===== src/rtl/alu_shift_unit.sv =====
module alu_shift_unit #(
  parameter int W  = 8,
  parameter int KW = 5,
  parameter int FW = 8
) (
  input  logic          clk,
  input  logic          rst_n,
  input  logic [3:0]    op_sel,
  input  logic [W-1:0]  x_opnd,
  input  logic [KW-1:0] k_const,
  input  logic          x_is_const,
  input  logic [W-1:0]  y_opnd,
  input  logic [1:0]    l_mode,
  input  logic [1:0]    sh_mode,
  input  logic          flag_ld,
  output logic [W-1:0]  res,
  output logic [3:0]    nzvc_o,
  output logic          l_q,
  output logic [FW-1:0] flags_q
);
  localparam logic [W-1:0] ONE = W'(1);

  logic [W-1:0] xv, add_a, add_b, alu;
  logic         add_ci, arith, c_f, v_f, l_pre, l_nxt;
  logic [W:0]   sum;

  assign xv = x_is_const ? W'(k_const) : x_opnd;

  always_comb begin
    add_a  = xv;
    add_b  = y_opnd;
    add_ci = 1'b0;
    arith  = 1'b0;
    case (op_sel)
      4'd2:  arith = 1'b1;
      4'd3:  begin arith = 1'b1; add_ci = 1'b1; end
      4'd8:  begin arith = 1'b1; add_b = '0; add_ci = 1'b1; end
      4'd9:  begin arith = 1'b1; add_a = y_opnd; add_b = '0; add_ci = 1'b1; end
      4'd12: begin arith = 1'b1; add_a = y_opnd; add_b = ~xv; add_ci = 1'b1; end
      default: ;
    endcase
  end

  assign sum = {1'b0, add_a} + {1'b0, add_b} + {{W{1'b0}}, add_ci};

  always_comb begin
    case (op_sel)
      4'd0:    alu = xv;
      4'd1:    alu = y_opnd;
      4'd4:    alu = xv & y_opnd;
      4'd5:    alu = xv | y_opnd;
      4'd6:    alu = xv ^ y_opnd;
      4'd7:    alu = ~y_opnd;
      4'd10:   alu = xv & ONE;
      4'd11:   alu = y_opnd & ONE;
      4'd13:   alu = ~xv;
      4'd14:   alu = '1;
      4'd15:   alu = '0;
      default: alu = sum[W-1:0];
    endcase
  end

  assign c_f = arith & sum[W];
  assign v_f = arith & (add_a[W-1] == add_b[W-1]) & (sum[W-1] != add_a[W-1]);
  assign nzvc_o = {alu[W-1], alu == '0, v_f, c_f};

  always_comb begin
    case (l_mode)
      2'd0:    l_pre = l_q;
      2'd1:    l_pre = 1'b0;
      2'd2:    l_pre = 1'b1;
      default: l_pre = c_f;
    endcase
  end

  always_comb begin
    l_nxt = l_pre;
    case (sh_mode)
      2'd1:    res = {l_pre, alu[W-1:1]};
      2'd2:    begin res = {alu[W-2:0], 1'b0}; l_nxt = alu[W-1]; end
      default: res = alu;
    endcase
  end

  always_ff @(posedge clk) begin
    if (!rst_n) begin
      l_q     <= 1'b0;
      flags_q <= '0;
    end else begin
      l_q <= l_nxt;
      if (flag_ld) flags_q <= FW'(nzvc_o);
    end
  end
endmodule



===== config.mk =====
export PLATFORM = sky130hd
export DESIGN_NAME = alu_shift_unit
export DESIGN_NICKNAME = d
export VERILOG_FILES = /design/src/rtl/alu_shift_unit.sv
export SDC_FILE = /design/constraint.sdc
export NUM_CORES = 1
export LEC_CHECK = 0
export BUFFER_PORTS_ARGS = -buffer_cell sky130_fd_sc_hd__buf_2
export CAP_MARGIN = 40
export CORE_ASPECT_RATIO = 1.75
export CORE_MARGIN = 10
export CORE_UTILIZATION = 59
export DETAILED_ROUTE_END_ITERATION = 8
export PLACE_DENSITY = 0.95
export SLEW_MARGIN = 15
export SYNTH_ARGS = -nofsm -noshare
export SYNTH_HDL_FRONTEND = slang
export SYNTH_SLANG_ARGS = --single-unit

===== constraint.sdc =====
create_clock -name clk -period 6.4 [get_ports clk]
set_clock_uncertainty 0.05 [all_clocks]
set_input_delay 0.32 -clock clk [delete_from_list [all_inputs] [get_ports clk]]
set_output_delay 0.32 -clock clk [all_outputs]
set_load 0.02 [all_outputs]

==> results of run 1 <==
[layout by cell type (no fill, tap or decap), drive strengths merged, types with 2 or more instances in the layout]
cell and n:
xor2 3, inv 28, nand2 17, o211ai 2
conb 4, mux2 2, o22ai 10, dfxtp 5
a2bb2oi 2, a221oi 5, a31oi 4, a211oi 7
fa 2, xnor2 3, o221a 2, mux2i 9
nor2b 15, a31o 2, a32o 3, clkbuf 4
o21ai 21, nor3 8, nand2b 4, o32a 2
buf 49, nor2 27, ha 25, and3b 2
nor3b 4, o21a 4, o2bb2ai 2, a22oi 14
and2 2, a21oi 31
[registers in the layout, indices dropped and copies added (netlist names)]
register and cells:
flags_q 4, l_q 1
[routing by layer]
layer | global-route usage, % | vias up | routed length (um)
met2 | 36.4 | 156 | 3380
met1 | 20.0 | 1157 | 2400
met5 | 0 | - | 0
li1 | - | 1180 | -
met4 | 10.1 | 0 | 283
met3 | 4.31 | 28 | 606
[stage by stage]
stage	power (mW)	utilization (%)	hold WS [ns]	cells	cell area, um^2
2_1_floorplan	0.206	-	0.398	308	2100
3_3_place_gp	0.256	66.7	0.451	377	2270
3_5_place_dp	0.262	66.7	0.462	377	2270
4_1_cts	0.324	68.0	0.338	381	2310
5_1_grt	0.353	68.0	0.358	381	2310
6_report	0.327	68.0	0.340	381	2310
[layout make-up]
cell class | count | area (um^2)
Multi-Input combinational cell | 250 | 1760
Timing Repair Buffer | 49 | 245
Sequential cell | 5 | 100
Tap cell | 45 | 56.3
Fill cell | 301 | 1090
Inverter | 28 | 105
Clock buffer | 4 | 45.0
[worst min path at each step]
stage / cells past startpoint / slack, ns / startpoint / endpoint
2_1_floorplan: 1 / 0.40 / rst_n / flags_q[0]
3_3_place_gp: 2 / 0.45 / flags_q[3] / flags_q[3]
3_5_place_dp: 2 / 0.46 / flags_q[3] / flags_q[3]
4_1_cts: 2 / 0.34 / rst_n / flags_q[0]
5_1_grt: 2 / 0.36 / rst_n / flags_q[0]
6_report: 2 / 0.34 / rst_n / flags_q[0]
[power breakdown]
| group | total (mW) | switching, mW | leakage [nW] | internal [mW] |
|---|---|---|---|---|
| clock | 0.0598 | 0.0170 | 0.0228 | 0.0429 |
| combinational | 0.234 | 0.144 | 1.02 | 0.0900 |
| sequential | 0.0338 | 0.000807 | 0.0408 | 0.0329 |
[cells by family (layout without fill, tap and decap cells)]
family	after synthesis	after routing	synth area share [%]
adder cells (fa/ha/maj)	27	27	16.9
multiplexers	11	11	5.76
other	1	4	0.180
buffers and inverters	53	81	11.3
AND/OR/NAND/NOR	81	81	19.4
XOR/XNOR	6	6	2.52
flip-flops	5	5	4.80
AO/OA/AOI/OAI	121	121	39.1
==> flow_summary_export.csv, run 1 <==
group,metric,value,unit
flow_run,drv_cap,0,
clocking,cts.sinks,5,
worst_setup_path,cp-endpoint,"res[7]",
sta,drv_slew,0,
sta,timing.final.ws_setup,1.51,ns
logic_synthesis,synth.largest_area_cell,"ha_1",
pwr,p_per_area,141,nW/um^2
sta,slew_headroom,41.6,%
routing,wirelength,6.67,mm
clocking,cts_max_level,1,
finish,area_growth,10.9,%
floorplan,ioPinCount,54,
logic_synthesis,yosysTopAreaCellShare,15.0,%
floorplan,fp.dieH,98.6,um
clocking,cts_setup_buffers,0,
global_route,grt_use_total,19.8,%
global_route,grt_pass1_wl,10.9,mm
logic_synthesis,synth_warnings,0,
clocking,cts_buffer_depth,2,
floorplan,std_cell_rows,28,
worst_setup_path,critical_path.cell_chain,"buf_2 > nor2b_1 > o21ai_1 > nor2_1 > a21oi_1 > fa_1 > a211oi_1 > o21ai_0 > a31oi_1 > xor2_1 > a21oi_1 > a22oi_1 > o21ai_0 > buf_2",
routing,num_vias,2521,
pwr,ir_drop,158,uV
floorplan,die_w,64.9,um
logic_synthesis,ys_types,53,
clocking,path_clk_slew,0.03,ns
routing,drc,0,
routing,wl_per_cell,17.5,um
worst_setup_path,critPathLaunchType,"input port",
worst_setup_path,crit_fanout,28,
worst_setup_path,reg2reg_slack,5.51,ns
hold_path,worstHoldPathType,"input port to register",
pwr,power.leakage,1.08,nW
floorplan,die_area,6400,um^2
worst_setup_path,cp_num_buf_inv,2,
logic_synthesis,synth_area,2080,um^2
routing,antenna_left,0,
place,hpwlAfterDp,5.25,mm
place,preCtsSetupSlack,1.62,ns
worst_setup_path,cpMaxStageDelayCell,"nor2b_1",
finish,final_layout_size_suffix_gt1_share,18.5,%
sta,rsz0062_at_grt,"no",
logic_synthesis,synthTopCellsByArea,"ha_1 15%, a21oi_1 7.4%, a22oi_1 5.0%, inv_1 5.0%, nor2_1 4.9%",
worst_setup_path,worstReg2RegStart,"l_q",
place,io_buffer_count,49,
finish,diodes,0,
logic_synthesis,synth-seq-cells,5,
worst_setup_path,cp_data_arrival_time,4.52,ns
logic_synthesis,synth_common_cells,"31 x a21oi_1, 28 x inv_1, 27 x nor2_1",
logic_synthesis,synth.avg_cell_area,6.83,um^2
clocking,cts-buffers-inserted,3,
worst_setup_path,worstSetupStartpoint,"op_sel[3]",
routing,drt_iter0_drc,167,
global_route,antenna_found_initial,0,
sta,tightest_slew,0.870,ns
routing,vias_per_cell,6.62,
logic_synthesis,yosysMostFrequentCell,"a21oi_1",
clocking,cts_resized,0,
sta,finalCriticalPeriod,4.89,ns
global_route,grt_pass1_vias,2464,
worst_setup_path,timing.rr.end,"l_q",
sta,hold_viol,0,
global_route,grt_overflow,0,
floorplan,initial_core_util,61.3,%
clocking,cts_tree,"yes",
worst_setup_path,crit_cells,14,
logic_synthesis,async_flop_share,0,%
logic_synthesis,synth_edf_count,0,
logic_synthesis,ys.flop_type,"dfxtp_1",
sta,fmax,0.204,GHz
worst_setup_path,path_delay_family,"compound AO/OA/AOI/OAI gates",
worst_setup_path,cpPeakStageDelay,0.67,ns
worst_setup_path,crit_required,6.03,ns
clocking,clk_latency,0.22,ns
global_route,grt_max_degree,44,
sta,finalSetupViolCount,0,
sta,fin_crit_sh,76.5,%
clocking,hold_buffers,0,
worst_setup_path,end_kind,"output pin",
worst_setup_path,crit_type,"input port to output pin",
logic_synthesis,ys_seq_area_share,4.80,%
routing,drt_first_pass_iters,5,
worst_setup_path,r2r_cells,3,
clocking,root_buffer,"clkbuf_8",
place,gp_congestion,1.02,
finish,nets,397,
logic_synthesis,synthCells,305,
status,outcome,"finished, final reports clean",
sta,finalSetupTns,0,ns
floorplan,coreArea,3400,um^2
(Power assumes the default switching activity.)
==> inputs of run 2 (changes only) <==
--- a/config.mk
+++ b/config.mk
@@ -9,9 +9,9 @@
 export CAP_MARGIN = 40
 export CORE_ASPECT_RATIO = 1.75
 export CORE_MARGIN = 10
-export CORE_UTILIZATION = 59
+export CORE_UTILIZATION = 50
 export DETAILED_ROUTE_END_ITERATION = 8
-export PLACE_DENSITY = 0.95
+export PLACE_DENSITY = 0.89
 export SLEW_MARGIN = 15
 export SYNTH_ARGS = -nofsm -noshare
 export SYNTH_HDL_FRONTEND = slang
==> constraint.sdc (replaced) <==
create_clock -name clk -period 4 [get_ports clk]
set_clock_uncertainty 0.05 [all_clocks]
set_input_delay 0.2 -clock clk [delete_from_list [all_inputs] [get_ports clk]]
set_output_delay 0.2 -clock clk [all_outputs]
set_load 0.02 [all_outputs]
==> run 2 against run 1 <==
Against the previous run: register-to-register slack worse by 2.4 ns; first-iteration DRC count up 22%; total power up 63%; critical endpoint unchanged; largest power group unchanged.
==> flow_summary_export.csv, run 2 (same netlist as run 1, synthesis figures left out) <==
group,metric,value,unit
status,outcome,"finished, final reports clean",
worst_setup_path,cp_num_buf_inv,4,
sta,finalCriticalPeriod,3.76,ns
pwr,pwr-share-clk,17.5,%
floorplan,std_cell_rows,31,
finish,final_util,59.0,%
clocking,hold_buffers,0,
flow_run,drv_cap,0,
worst_setup_path,critical_path.cell_chain,"buf_2 > inv_1 > nand2_1 > nor2_1 > a22oi_1 > o22ai_1 > fa_1 > inv_1 > fa_1 > nor2b_1 > o31a_1 > o221a_2 > o21ai_0 > a21oi_1 > o22ai_1 > o21ai_0 > buf_2",
worst_setup_path,cp_data_arrival_time,3.51,ns
place,dp_cells,392,
global_route,met3_usage,4.24,%
global_route,grt_use_total,18.2,%
finish,final_layout_size_suffix_gt1_share,21.3,%
sta,fmax,0.266,GHz
routing,wl_per_cell,17.3,um
routing,antenna_left,0,
clocking,clk_latency,0.22,ns
pwr,power.leakage,1.13,nW
floorplan,coreArea,4070,um^2
sta,finalSetupTns,0,ns
sta,finalSetupViolCount,0,
finish,layout_common_cells,"49 x buf_2, 30 x a21oi_1, 28 x inv_1",
worst_setup_path,end_kind,"output pin",
floorplan,die_area,7250,um^2
finish,nFillCells,407,
floorplan,die_w,68.8,um
finish,regMostFlops,"flags_q",
worst_setup_path,crit_required,3.75,ns
sta,rsz0062_at_grt,"no",
floorplan,fp.dieH,105,um
clocking,root_buffer,"clkbuf_8",
routing,drc,0,
finish,largest_reg_flops,4,
global_route,grtUsageMet1,19.3,%
clocking,cts_tree,"yes",
pwr,pwr-share-seq,10.1,%
place,gp_congestion,0.990,
sta,tightest_slew,0.773,ns
routing,wirelength,6.84,mm
pwr,switching_share,48.4,%
global_route,grt_overflow,0,
clocking,cts_setup_buffers,0,
sta,fin_crit_sh,94.0,%
routing,drt_iter0_drc,203,
global_route,antenna_found_initial,0,
finish,diodes,0,
sta,drv_slew,0,
pwr,ir_drop,247,uV
pwr,p_sw,0.258,mW
finish,nets,408,
global_route,grt_max_degree,25,
place,io_buffer_count,49,
floorplan,ioPinCount,54,
worst_setup_path,cpMaxStageDelayCell,"fa_1",
routing,num_vias,2498,
sta,slew_headroom,48.3,%
clocking,path_clk_slew,0.04,ns
global_route,grt.busiest_layer,"met2",
worst_setup_path,crit_fanout,15,
pwr,intPower,0.275,mW
clocking,cts.sinks,5,
worst_setup_path,critPathLaunchType,"input port",
worst_setup_path,path_delay_family,"compound AO/OA/AOI/OAI gates",
finish,final_cells,396,
place,hpwlAfterDp,5.48,mm
finish,largestRegisters,"flags_q: 4 flops, l_q: 1 flops",
clocking,cts_max_level,1,
finish,area_growth,15.3,%
worst_setup_path,crit_type,"input port to output pin",
floorplan,initial_core_util,51.2,%
global_route,globalRouteMet2Util,31.8,%
routing,drt_first_pass_iters,4,
global_route,grt_pass1_wl,11.1,mm
finish,mostFrequentLayoutCell,"buf_2",
clocking,cts_buffer_depth,2,
pwr,p_per_area,222,nW/um^2
global_route,grt_pass1_vias,2495,
routing,vias_per_cell,6.31,
worst_setup_path,cpPeakStageDelay,0.40,ns
sta,hold_viol,0,
clocking,cts-buffers-inserted,3,
hold_path,worstHoldPathType,"input port to register",
pwr,combPwrFrac,72.3,%
clocking,cts_resized,0,
[run 2: cell type report]
| class | count | area [um^2] | area share, % |
|---|---|---|---|
| Sequential cell | 5 | 100 | 4.16 |
| Clock buffer | 4 | 45.0 | 1.87 |
| Tap cell | 49 | 61.3 | 2.55 |
| Timing Repair Buffer | 60 | 328 | 13.6 |
| Inverter | 28 | 105 | 4.37 |
| Multi-Input combinational cell | 250 | 1760 | 73.4 |
[run 2: worst paths after layout]
check,from,to,slack [ns],cells after the start
worst max-delay path,op_sel[1],res[7],0.24,17
worst min-delay path,rst_n,flags_q[0],0.22,2
worst max register to register,l_q,l_q,3.13,3
worst min register to register,flags_q[0],flags_q[0],0.47,2
[run 2: metal layers]
metal | vias up | part of all wire [%]
li1 | 1195 | -
met1 | 1154 | 37
met2 | 129 | 52
met3 | 20 | 8.2
met4 | 0 | 3.0
met5 | - | 0
[run 2: through the flow]
step | power [mW] | area [um^2] | setup WS [ns] | hold WS, ns
final | 0.532 | 2400 | 0.240 | 0.217
after floorplan | 0.330 | 2100 | 0.173 | 0.278
after global placement | 0.424 | 2360 | 0.417 | 0.438
after CTS | 0.530 | 2400 | 0.331 | 0.218
after global routing | 0.574 | 2400 | 0.0137 | 0.247
after detailed placement | 0.432 | 2360 | 0.385 | 0.442
[run 2: power by group through the flow]
stage / Combinational, mW / Sequential, mW / Clock, mW
after detailed placement: 0.378 / 0.0545 / 0
after floorplan: 0.273 / 0.0576 / 0
after CTS: 0.381 / 0.0538 / 0.0955
after global placement: 0.369 / 0.0544 / 0
after global routing: 0.422 / 0.0539 / 0.0986
final: 0.385 / 0.0540 / 0.0934
